==> src/rtl/ushift_pkg.sv <==
package ushift_pkg;
  typedef enum logic [1:0] {
    M_HOLD  = 2'b00,
    M_UP    = 2'b01,
    M_DOWN  = 2'b10,
    M_LOAD  = 2'b11
  } mode_e;
endpackage

==> src/rtl/ushift_rst_sync.sv <==
// Asserts asynchronously, releases after STAGES rising edges.
module ushift_rst_sync #(
  parameter int STAGES = 2
) (
  input  logic clk,
  input  logic rst_n,
  output logic srst_n
);
  logic [STAGES-1:0] chain_q;
  logic [STAGES-1:0] chain_d;

  always_comb begin
    chain_d = {chain_q[STAGES-2:0], 1'b1};
  end

  always_ff @(posedge clk or negedge rst_n) begin
    if (!rst_n) chain_q <= '0;
    else        chain_q <= chain_d;
  end

  assign srst_n = chain_q[STAGES-1];
endmodule

==> src/rtl/ushift_next.sv <==
// Per-bit 4:1 select; the mode value is the select of every bit.
module ushift_next
  import ushift_pkg::*;
#(
  parameter int W = 4
) (
  input  mode_e          mode,
  input  logic [W-1:0]   cur,
  input  logic           ser_lo,
  input  logic           ser_hi,
  input  logic [W-1:0]   par,
  output logic [W-1:0]   nxt,
  output logic           en
);
  logic [W-1:0] from_below;
  logic [W-1:0] from_above;

  for (genvar i = 0; i < W; i++) begin : g_bit
    if (i == 0) begin : g_low_end
      assign from_below[i] = ser_lo;
    end else begin : g_low_mid
      assign from_below[i] = cur[i-1];
    end

    if (i == W-1) begin : g_high_end
      assign from_above[i] = ser_hi;
    end else begin : g_high_mid
      assign from_above[i] = cur[i+1];
    end

    always_comb begin
      unique case (mode)
        M_HOLD: nxt[i] = cur[i];
        M_UP:   nxt[i] = from_below[i];
        M_DOWN: nxt[i] = from_above[i];
        M_LOAD: nxt[i] = par[i];
        default: nxt[i] = cur[i];
      endcase
    end
  end

  assign en = (mode != M_HOLD);
endmodule

==> src/rtl/ushift_store.sv <==
module ushift_store #(
  parameter int W = 4
) (
  input  logic         clk,
  input  logic         srst_n,
  input  logic         en,
  input  logic [W-1:0] d,
  output logic [W-1:0] q
);
  always_ff @(posedge clk or negedge srst_n) begin
    if (!srst_n)  q <= '0;
    else if (en)  q <= d;
  end
endmodule

==> src/rtl/ushift_reg.sv <==
module ushift_reg
  import ushift_pkg::*;
#(
  parameter int W = 4,
  parameter int SYNC_STAGES = 2
) (
  input  logic         clk,
  input  logic         rst_n,
  input  logic [1:0]   mode,
  input  logic         ser_lo_in,
  input  logic         ser_hi_in,
  input  logic [W-1:0] par_in,
  output logic [W-1:0] q_out
);
  logic         srst_n;
  logic [W-1:0] word_q;
  logic [W-1:0] word_d;
  logic         word_en;
  mode_e        mode_sel;

  assign mode_sel = mode_e'(mode);

  ushift_rst_sync #(.STAGES(SYNC_STAGES)) u_sync (
    .clk    (clk),
    .rst_n  (rst_n),
    .srst_n (srst_n)
  );

  ushift_next #(.W(W)) u_next (
    .mode   (mode_sel),
    .cur    (word_q),
    .ser_lo (ser_lo_in),
    .ser_hi (ser_hi_in),
    .par    (par_in),
    .nxt    (word_d),
    .en     (word_en)
  );

  ushift_store #(.W(W)) u_store (
    .clk    (clk),
    .srst_n (srst_n),
    .en     (word_en),
    .d      (word_d),
    .q      (word_q)
  );

  assign q_out = word_q;
endmodule

==> config.mk <==
export PLATFORM = sky130hd
export DESIGN_NAME = ushift_reg
export DESIGN_NICKNAME = d
export VERILOG_FILES = /design/src/rtl/ushift_pkg.sv /design/src/rtl/ushift_rst_sync.sv /design/src/rtl/ushift_next.sv /design/src/rtl/ushift_store.sv /design/src/rtl/ushift_reg.sv
export SDC_FILE = /design/constraint.sdc
export NUM_CORES = 1
export LEC_CHECK = 0
export BUFFER_PORTS_ARGS = -buffer_cell sky130_fd_sc_hd__buf_4
export CAP_MARGIN = 20
export CORE_AREA = 10 10 47 49
export CTS_BUF_LIST = sky130_fd_sc_hd__clkbuf_4 sky130_fd_sc_hd__clkbuf_8
export DETAILED_ROUTE_END_ITERATION = 8
export DIE_AREA = 0 0 57 59
export HOLD_SLACK_MARGIN = 0.03
export SETUP_SLACK_MARGIN = 0.5
export SLEW_MARGIN = 40
export SYNTH_ARGS = -nofsm -noshare
export SYNTH_HDL_FRONTEND = slang
export SYNTH_SLANG_ARGS = --single-unit
==> constraint.sdc <==
create_clock -name clk -period 0.9 [get_ports clk]
set_clock_uncertainty 0.2 [all_clocks]
set_input_delay 0.09 -clock clk [delete_from_list [all_inputs] [get_ports clk]]
set_output_delay 0.09 -clock clk [all_outputs]
set_load 0.005 [all_outputs]
# == Yosys cells after proc, flatten, opt, wreduce, memory -nomap -nowiden ==
# Index checks and enable logic that the tools add are counted.
# word_totals
rom_bits,0
n_memories,0
ramBits,0
latch_bits,0
word_cells,13
inputBits,10
reg_bits,6
# op_classes
n_reduce_logical,3
bitwise,1
shifts,0
order_cmp,0
n_div,0
eq_ne,3
n_addsub,0
muxes,4
multipliers,0
# op_table
op,n
$pmux W1 S3,4
$eq A2 B2 Y1 const B,2
$eq A2 B1 Y1 const B,1
$logic_not A2 Y1,1
$reduce_and A2 Y1,1
$reduce_bool A2 Y1,1
$not A1 Y1,1

# == Longest topological paths before layout ==
# Gate-level depths: netlist of run 1.
# logic_depth
ltp_word,3
mapped_depth,1
mapped_depth_nobuf,1

# == Hierarchy ==
# Synthesis of run 1 repeated with hierarchy kept, for this count alone.
# unflattened
cells_unflattened,16
area_unflattened_um2,310.3
# modules_own_cells
module,n_inst,area_each_um2,seq_area_each_um2,cells_each
ushift_store,1,145.1,100.1,8
ushift_next,1,111.4,0.0,5
ushift_rst_sync,1,53.8,50.0,3

# == Least setup slack after synthesis of run 1 ==
# No wires, ideal clock.
# synth_timing
kind,reg-to-reg
start,register u_store.q[1]
end,register u_store.q[2]
path_stages_with_launch,2
arrival_ps,863
period_less_slack_ps,1203
setup_slack_ps,-303
t_required_ps,560
path_cell_list,dfrtp_1 > mux4_1
# synth_between
elab_chain_len,1
# synth_lines
item,line_no,text
from (decl),ushift_store.sv:8,output logic [W-1:0] q
from (signal assigned),ushift_store.sv:11,if (!srst_n) q <= '0;
from (signal assigned),ushift_store.sv:12,else if (en) q <= d;
$pmux W1 S3,ushift_next.sv:32,unique case (mode)
# Every way passes these cells.
# A chain may end at the register's enable or synchronous reset.

# == Worst setup path in the final report of run 1 ==
# layout_timing
start,register u_store.q[3]
end,register u_store.q[2]
# Same word-level chain as after synthesis.

==> flow_summary.ini, run 1 <==
[status]
status = complete, but fails checks
violations = negative hold slack, negative setup slack

[synth]
synth_cells = 11
synth_top_area_share_pct = 58.0
synth_commonest_cells = dfrtp_1 (6), mux4_1 (4), conb_1 (1)
syn_area_um2 = 259
synth-seq-area-share_pct = 58.0
ys.flop_type = dfrtp_1
ys.warnings.count = 0
yosysUniqueCellTypes = 3
synth_top_area_cell = dfrtp_1
synth_edf_count = 0
yosys_register_bits = 6
synth_most_common_cell = dfrtp_1
synth_fp_nets = 21
synthTopCellsByArea = dfrtp_1 (58%), mux4_1 (41%), conb_1 (1.4%)
async_reset_ff_share_pct = 100
syn_area_per_cell_um2 = 23.5

[power]
power_density_nw_per_um2 = 1870
leakagePower_nw = 0.206
irDropWorstVdd_v = 0.000582
power_uw = 835

[final_layout]
n_antenna_cell = 0
nets = 44
areaGrowthSynthToFinish_pct = 72.0
final_cells = 48
nFillCells = 144
drive_above_1_share_pct = 81.3

[cts]
cts_tree = built
post_cts_buffers = 0
path_clk_slew_ns = 0.05
cts.sinks = 6
htreeDepth = 1
numCtsBuffers = 3
clockBufferDepth = 2
clk-insertion-delay-late_ns = 0.24
ctsRootBufferMaster = clkbuf_4

[timing]
report.final.slew_viol_count = 0
fmax_ghz = 0.835
setup_violations = 8
fin_hold_ws_ns = -0.575
grt_setup_unrepaired = yes
min_period_ns = 1.20
hold_viol = 10
finalWorstSetupSlack_ns = -0.297
tns_ns = -2.24
post-route-period-util_pct = 133

[floorplan]
coreArea_um2 = 1400
dieArea_um2 = 3360
rows = 14
io_pins = 14
die_y_um = 59
start_util_pct = 18.5
die_w_um = 57

[place]
port_buffers = 13
dp_cells = 45
gp_routability_congestion = 0.622
place_hpwl_um = 576

[setup_path]
critical_path_arrival_ns = 1.11
path_buf_inv = 0
crit_fanout = 3
cp_slowest_cell = mux4_2
endpoint_kind = register
required_ns = 0.81
path_cells = mux4_2
critical_path.max_stage_delay_ns = 0.47
crit_path_start_kind = register
crit_type = register to register
crit_family = multiplexers

[drt]
firstDrtPassIters = 2
wl_per_cell_um = 13.2
routed_wl_um = 634
drt_iter0_drc = 1
vias_per_cell = 4.00
num_vias = 192
postRouteAntennaNets = 0
drc_errors = 0

[run]
drv_cap = 0

[global_route]
antenna_found_initial = 0
track_usage_pct = 4.48
overflow = 0
grt_max_degree = 5
grt_pass1_vias = 277
grt_pass1_wl_mm = 1.12

[min_path]
min-delay-path-class = input pin to asynchronous set/reset pin
## logic make-up after synthesis
| group | synth area share, % |
|---|---|
| flip-flops | 58.0 |
| multiplexers | 40.6 |
| other | 1.45 |
## layer usage
layer	vias to the layer above	track usage (%)	routed length (um)
li1	86	-	-
met5	-	0	0
met1	91	4.11	258
met4	0	5.03	10
met2	13	5.27	249
met3	2	4.29	115
## final timing paths
| kind | from | end | slack, ns | cells after the start |
|---|---|---|---|---|
| max in group asynchronous | u_sync.chain_q[1] | u_store.q[3] | 0.52 | 0 |
| min reg2reg | u_sync.chain_q[1] | u_store.q[2] | -0.14 | 0 |
| min in group clk | par_in[1] | u_store.q[1] | -0.03 | 2 |
| min | rst_n | u_sync.chain_q[1] | -0.57 | 1 |
| max | u_store.q[3] | u_store.q[2] | -0.30 | 1 |
| max reg2reg | u_store.q[3] | u_store.q[2] | -0.30 | 1 |
## stage by stage
stage                     setup WS (ns)  hold WS, ns  util [%]  cell area [um2]
after floorplan                  -0.265       -0.406         -              244
after CTS                        -0.301       -0.583      31.5              442
after global placement           -0.282       -0.327      28.5              399
after global routing             -0.327       -0.596      31.8              445
after detailed placement         -0.292       -0.325      28.5              399
final                            -0.297       -0.575      31.8              445
## registers in the layout, indices dropped and copies added (netlist names)
name / flops
u_store.q: 4
u_sync.chain_q: 2
## placed cells by master, fill, tap and decap left out, drive strengths merged
master   n
mux4     4
dfrtp    6
clkbuf   3
buf     18
conb     1
## power breakdown
part	switching (mW)	internal, mW	leakage (nW)
combinational	0.0557	0.189	0.123
clock	0.0918	0.151	0.0138
sequential	0.0384	0.310	0.0691
total	0.186	0.649	0.206
## final cells by class
type                            count  area (um2)  share of cell area (%)
Clock buffer                        3        22.5                    5.06
Multi-Input combinational cell      5        93.8                    21.1
Timing Repair Buffer               18         158                    35.4
Tap cell                           16        20.0                    4.49
Sequential cell                     6         151                    34.0
## timing repair
item	CTS	global route
endpoints found under the hold margin	10	10
endpoints found under the setup margin	13	13
resized for setup	6	1
Power figures use the tool's default switching activity.
==> run 2, diff against run 1 <==
--- a/config.mk
+++ b/config.mk
@@ -12,6 +12,7 @@
 export DETAILED_ROUTE_END_ITERATION = 8
 export DIE_AREA = 0 0 57 59
 export HOLD_SLACK_MARGIN = 0.03
+export REMOVE_ABC_BUFFERS = 1
 export SETUP_SLACK_MARGIN = 0.5
 export SLEW_MARGIN = 40
 export SYNTH_ARGS = -nofsm -noshare
==> constraint.sdc (replaced) <==
create_clock -name clk -period 1.45 [get_ports clk]
set_clock_uncertainty 0.2 [all_clocks]
set_input_delay 0.145 -clock clk [delete_from_list [all_inputs] [get_ports clk]]
set_output_delay 0.145 -clock clk [all_outputs]
set_load 0.005 [all_outputs]
==> run 2 against run 1 <==
  * The flow finishes with violations (negative hold slack)
  * Setup slack gained 0.52 ns
  * Critical path depth is the same
  * Clock power shrank 36%
  * Sequential cell count is the same
  * Critical endpoint is now u_store.q[0]
==> flow_summary.ini, run 2 (synthesis gave the netlist of run 1 again) <==
[cts]
numCtsBuffers = 3
path_clk_slew_ns = 0.05
clk-insertion-delay-late_ns = 0.24
cts_tree = built
postCtsHoldBufs = 1
clockBufferDepth = 2
ctsRootBufferMaster = clkbuf_4
post_cts_buffers = 0
cts.sinks = 6
htreeDepth = 1

[global_route]
overflow = 0
track_usage_pct = 4.62
grt_max_degree = 5
antenna_found_initial = 0
grt_pass1_wl_mm = 1.12
grt_pass1_vias = 222

[final_layout]
final_cells = 44
layout_commonest_cell = buf_4
regMostFlops = u_store.q
reg_top3 = u_store.q (4), u_sync.chain_q (2)
nFillCells = 153
drive_above_1_share_pct = 71.4
largest_reg_flops = 4
nets = 40
final_cell_mix = buf_4 (10), dfrtp_1 (6), mux4_2 (4), clkbuf_4 (3), buf_6 (3)
n_antenna_cell = 0
final_area_um2 = 405
areaGrowthSynthToFinish_pct = 56.5

[timing]
grt_setup_unrepaired = yes
fin_hold_ws_ns = -0.147
hold_viol = 4
min_period_ns = 1.23
tns_ns = 0
fmax_ghz = 0.815
report.final.slew_viol_count = 0
setup_violations = 0
post-route-period-util_pct = 84.6

[min_path]
min-delay-path-class = register to asynchronous set/reset pin

[setup_path]
r2r_cells = 1
endpoint_kind = register
crit_fanout = 4
critical_path.max_stage_delay_ns = 0.48
cp_num_cells = 1
required_ns = 1.35
crit_type = register to register
path_buf_inv = 0
crit_family = multiplexers
crit_path_start_kind = register
critical_path_arrival_ns = 1.13
cp_slowest_cell = mux4_2
path_cells = mux4_2

[floorplan]
die_y_um = 59
dieArea_um2 = 3360
coreArea_um2 = 1400
io_pins = 14
start_util_pct = 18.5
die_w_um = 57
rows = 14

[power]
power_uw = 485
leakagePower_nw = 0.183
power_density_nw_per_um2 = 1200
irDropWorstVdd_v = 0.000449

[run]
drv_cap = 0

[drt]
postRouteAntennaNets = 0
vias_per_cell = 4.16
routed_wl_um = 709
drt_iter0_drc = 15
wl_per_cell_um = 16.1
firstDrtPassIters = 3
num_vias = 183
drc_errors = 0

[status]
status = complete, but fails checks
violations = negative hold slack

[place]
dp_cells = 40
placed_cell_area_um2 = 377
gp_routability_congestion = 0.880
port_buffers = 13
## run 2: cell types whose count changed in the layout (fill, tap and decap cells not counted)
cell / before / now
buf_6: 6 / 3
dlygate4sd3_1: 0 / 1
dfrtp_2: 1 / 0
dfrtp_1: 5 / 6
buf_4: 12 / 10
## run 2: final timing paths
path / startpoint / slack, ns / to
hold reg to reg: u_sync.chain_q[1] / -0.15 / u_store.q[2]
hold / removal: u_sync.chain_q[1] / -0.15 / u_store.q[2]
max in group asynchronous: rst_n / 0.94 / u_sync.chain_q[0]
min in group clk: mode[1] / 0.02 / u_store.q[3]
setup / recovery: u_store.q[1] / 0.22 / u_store.q[0]
setup reg to reg: u_store.q[1] / 0.22 / u_store.q[0]
## run 2: what timing repair did
action,4_1_cts,5_1_grt
resized for setup,7,0
pin swaps,0,0
hold endpoints to repair,9,6
setup endpoints to repair,8,8
## run 2: layout make-up
class                   instances  area, um2  share of cell area (%)
clock buffers                   3       22.5                    5.56
multi-input cells               5       93.8                    23.1
repair buffers                 14        119                    29.3
well taps                      16       20.0                    4.94
flip-flops and latches          6        150                    37.0
## run 2: metrics by stage
| stage | setup slack (ns) | utilization, % | hold slack (ns) |
|---|---|---|---|
| finish | 0.223 | 28.9 | -0.147 |
| global route | 0.190 | 28.9 | -0.135 |
| CTS | 0.225 | 28.9 | -0.135 |
| detailed placement | 0.208 | 26.9 | -0.270 |
| global placement | 0.198 | 26.9 | -0.272 |
| floorplan | 0.247 | - | -0.351 |
## run 2: where the power goes
part	internal [mW]	switching [mW]	total [mW]
Sequential	0.192	0.0247	0.217
Combinational	0.0833	0.0295	0.113
Clock	0.0937	0.0618	0.156
Total	0.369	0.116	0.485
## run 2: routing by layer
layer / track usage [%] / vias to the layer above / routed length (um) / share of wire (%)
met1: 5.47 / 89 / 365 / 51
li1: - / 78 / - / -
met5: 0 / - / 0 / 0
met2: 4.34 / 16 / 200 / 28
met3: 5.15 / 0 / 143 / 20
met4: 3.02 / 0 / 0 / 0
==> run 3, diff against run 2 <==
==> constraint.sdc (replaced) <==
create_clock -name clk -period 1.21 [get_ports clk]
set_clock_uncertainty 0.2 [all_clocks]
set_input_delay 0.121 -clock clk [delete_from_list [all_inputs] [get_ports clk]]
set_output_delay 0.121 -clock clk [all_outputs]
set_load 0.005 [all_outputs]
==> run 3 against run 2 <==
  * The run ends with negative hold slack, negative setup slack left
  * Via count rose by 9.8%
  * Clock power grew 21%
  * Sequential cell count is the same
  * First-iteration DRC count fell by 80%
  * Largest cell class is now non-clock buffers
  * Largest power group unchanged
==> flow_summary.ini, run 3 (synthesis gave the netlist of run 1 again) <==
[run]
drv_cap = 0

[timing]
fmax_ghz = 0.824
fin_hold_ws_ns = -0.147
setup_violations = 3
finalWorstSetupSlack_ns = -0.00335
post-route-period-util_pct = 100
grt_setup_unrepaired = yes
min_period_ns = 1.21
hold_viol = 8
report.final.slew_viol_count = 0

[setup_path]
cp_num_cells = 2
critical_path.max_stage_delay_ns = 0.41
crit_type = register to output pin
critical_path_arrival_ns = 0.89
endpoint_kind = output pin
cp_slowest_cell = dfrtp_1
crit_fanout = 4
required_ns = 0.89
crit_path_start_kind = register
r2r_cells = 1
path_buf_inv = 2
crit_family = flip-flops
crit_top_cell = buf_6
path_cells = buf_6 -> buf_6

[final_layout]
largest_reg_flops = 4
areaGrowthSynthToFinish_pct = 71.0
reg_top3 = u_store.q (4), u_sync.chain_q (2)
drive_above_1_share_pct = 74.2
layout_commonest_cell = buf_4
multi_input_area_um2 = 93.8
regMostFlops = u_store.q
nets = 43
n_antenna_cell = 0
nFillCells = 157
final_cell_mix = buf_4 (9), buf_6 (7), dfrtp_1 (6), mux4_2 (4), clkbuf_4 (3)
regArea_um2 = 150

[drt]
num_vias = 201
vias_per_cell = 4.28
firstDrtPassIters = 4
drc_errors = 0
drt_iter0_drc = 3
wl_per_cell_um = 15.8
postRouteAntennaNets = 0
routed_wl_um = 743

[power]
power_density_nw_per_um2 = 1430
comb_power_share_pct = 28.7
leakagePower_nw = 0.202
internal_power_uw = 481
switching_power_uw = 151
power_uw = 633
p_seq_share_pct = 41.5
swShare_pct = 23.9
irDropWorstVdd_v = 0.000535
pwr-share-clk_pct = 29.8

[floorplan]
rows = 14
start_util_pct = 18.5
die_y_um = 59
dieArea_um2 = 3360
coreArea_um2 = 1400
die_w_um = 57
io_pins = 14

[global_route]
track_usage_pct = 4.92
grt_pass1_wl_mm = 1.20
antenna_found_initial = 0
grt_max_degree = 5
grt_pass1_vias = 236
overflow = 0

[cts]
path_clk_slew_ns = 0.05
cts_tree = built
numCtsBuffers = 3
ctsRootBufferMaster = clkbuf_4
clk-insertion-delay-late_ns = 0.25
clockBufferDepth = 2
post_cts_buffers = 0
postCtsHoldBufs = 1
cts.sinks = 6
htreeDepth = 1

[status]
status = complete, but fails checks
violations = negative hold slack, negative setup slack

[place]
gp_routability_congestion = 0.840
port_buffers = 13
place_hpwl_um = 576

[min_path]
min-delay-path-class = register to asynchronous set/reset pin
run 3: cell types whose count changed in the layout (fill, tap and decap cells not counted):
cell | before | now
buf_6 | 3 | 7
buf_4 | 10 | 9
run 3: area by class of cell:
type                            instances  area share (%)
Tap cell                               16            4.52
Sequential cell                         6            33.9
Timing Repair Buffer                   17            35.3
Clock buffer                            3            5.08
Multi-Input combinational cell          5            21.2
run 3: what timing repair did:
item | CTS | global route
gates resized for setup | 11 | 0
setup endpoints to repair | 8 | 8
cloned | 0 | 0
endpoints found under the hold margin | 10 | 10
run 3: power groups by stage:
stage                     Combinational (mW)  Sequential [mW]  Clock, mW
after global routing                   0.194            0.267      0.212
after CTS                              0.185            0.262      0.199
after floorplan                       0.0416            0.253          0
after global placement                 0.144            0.254          0
after detailed placement               0.145            0.256          0
final                                  0.182            0.262      0.189
run 3: worst paths after layout:
path	startpoint	endpoint	slack [ns]
setup / recovery	u_store.q[1]	q_out[1]	-0.003
hold / removal	u_sync.chain_q[1]	u_store.q[3]	-0.15
setup reg to reg	u_store.q[1]	u_store.q[0]	-0.003
hold reg to reg	u_sync.chain_q[1]	u_store.q[3]	-0.15
max in group asynchronous	rst_n	u_sync.chain_q[0]	0.73
min in group clk	mode[1]	u_store.q[3]	-0.01
run 3: per-stage QoR:
stage | instances | area [um2] | setup WS, ns | setup TNS, ns | utilization (%)
after floorplan | 11 | 259 | 0.00733 | 0 | -
after global placement | 43 | 399 | -0.0387 | -0.0428 | 28.5
after detailed placement | 43 | 399 | -0.0256 | -0.0580 | 28.5
after CTS | 47 | 443 | -0.0112 | -0.0280 | 31.6
after global routing | 47 | 443 | -0.0397 | -0.196 | 31.6
final | 47 | 443 | -0.00335 | -0.00496 | 31.6
run 3: routing by layer:
metal | track usage, % | up-vias | part of all wire [%]
met1 | 5.46 | 93 | 41
met5 | 0 | - | 0
li1 | - | 84 | -
met3 | 6.87 | 0 | 28
met4 | 2.01 | 0 | 0
met2 | 4.65 | 24 | 30
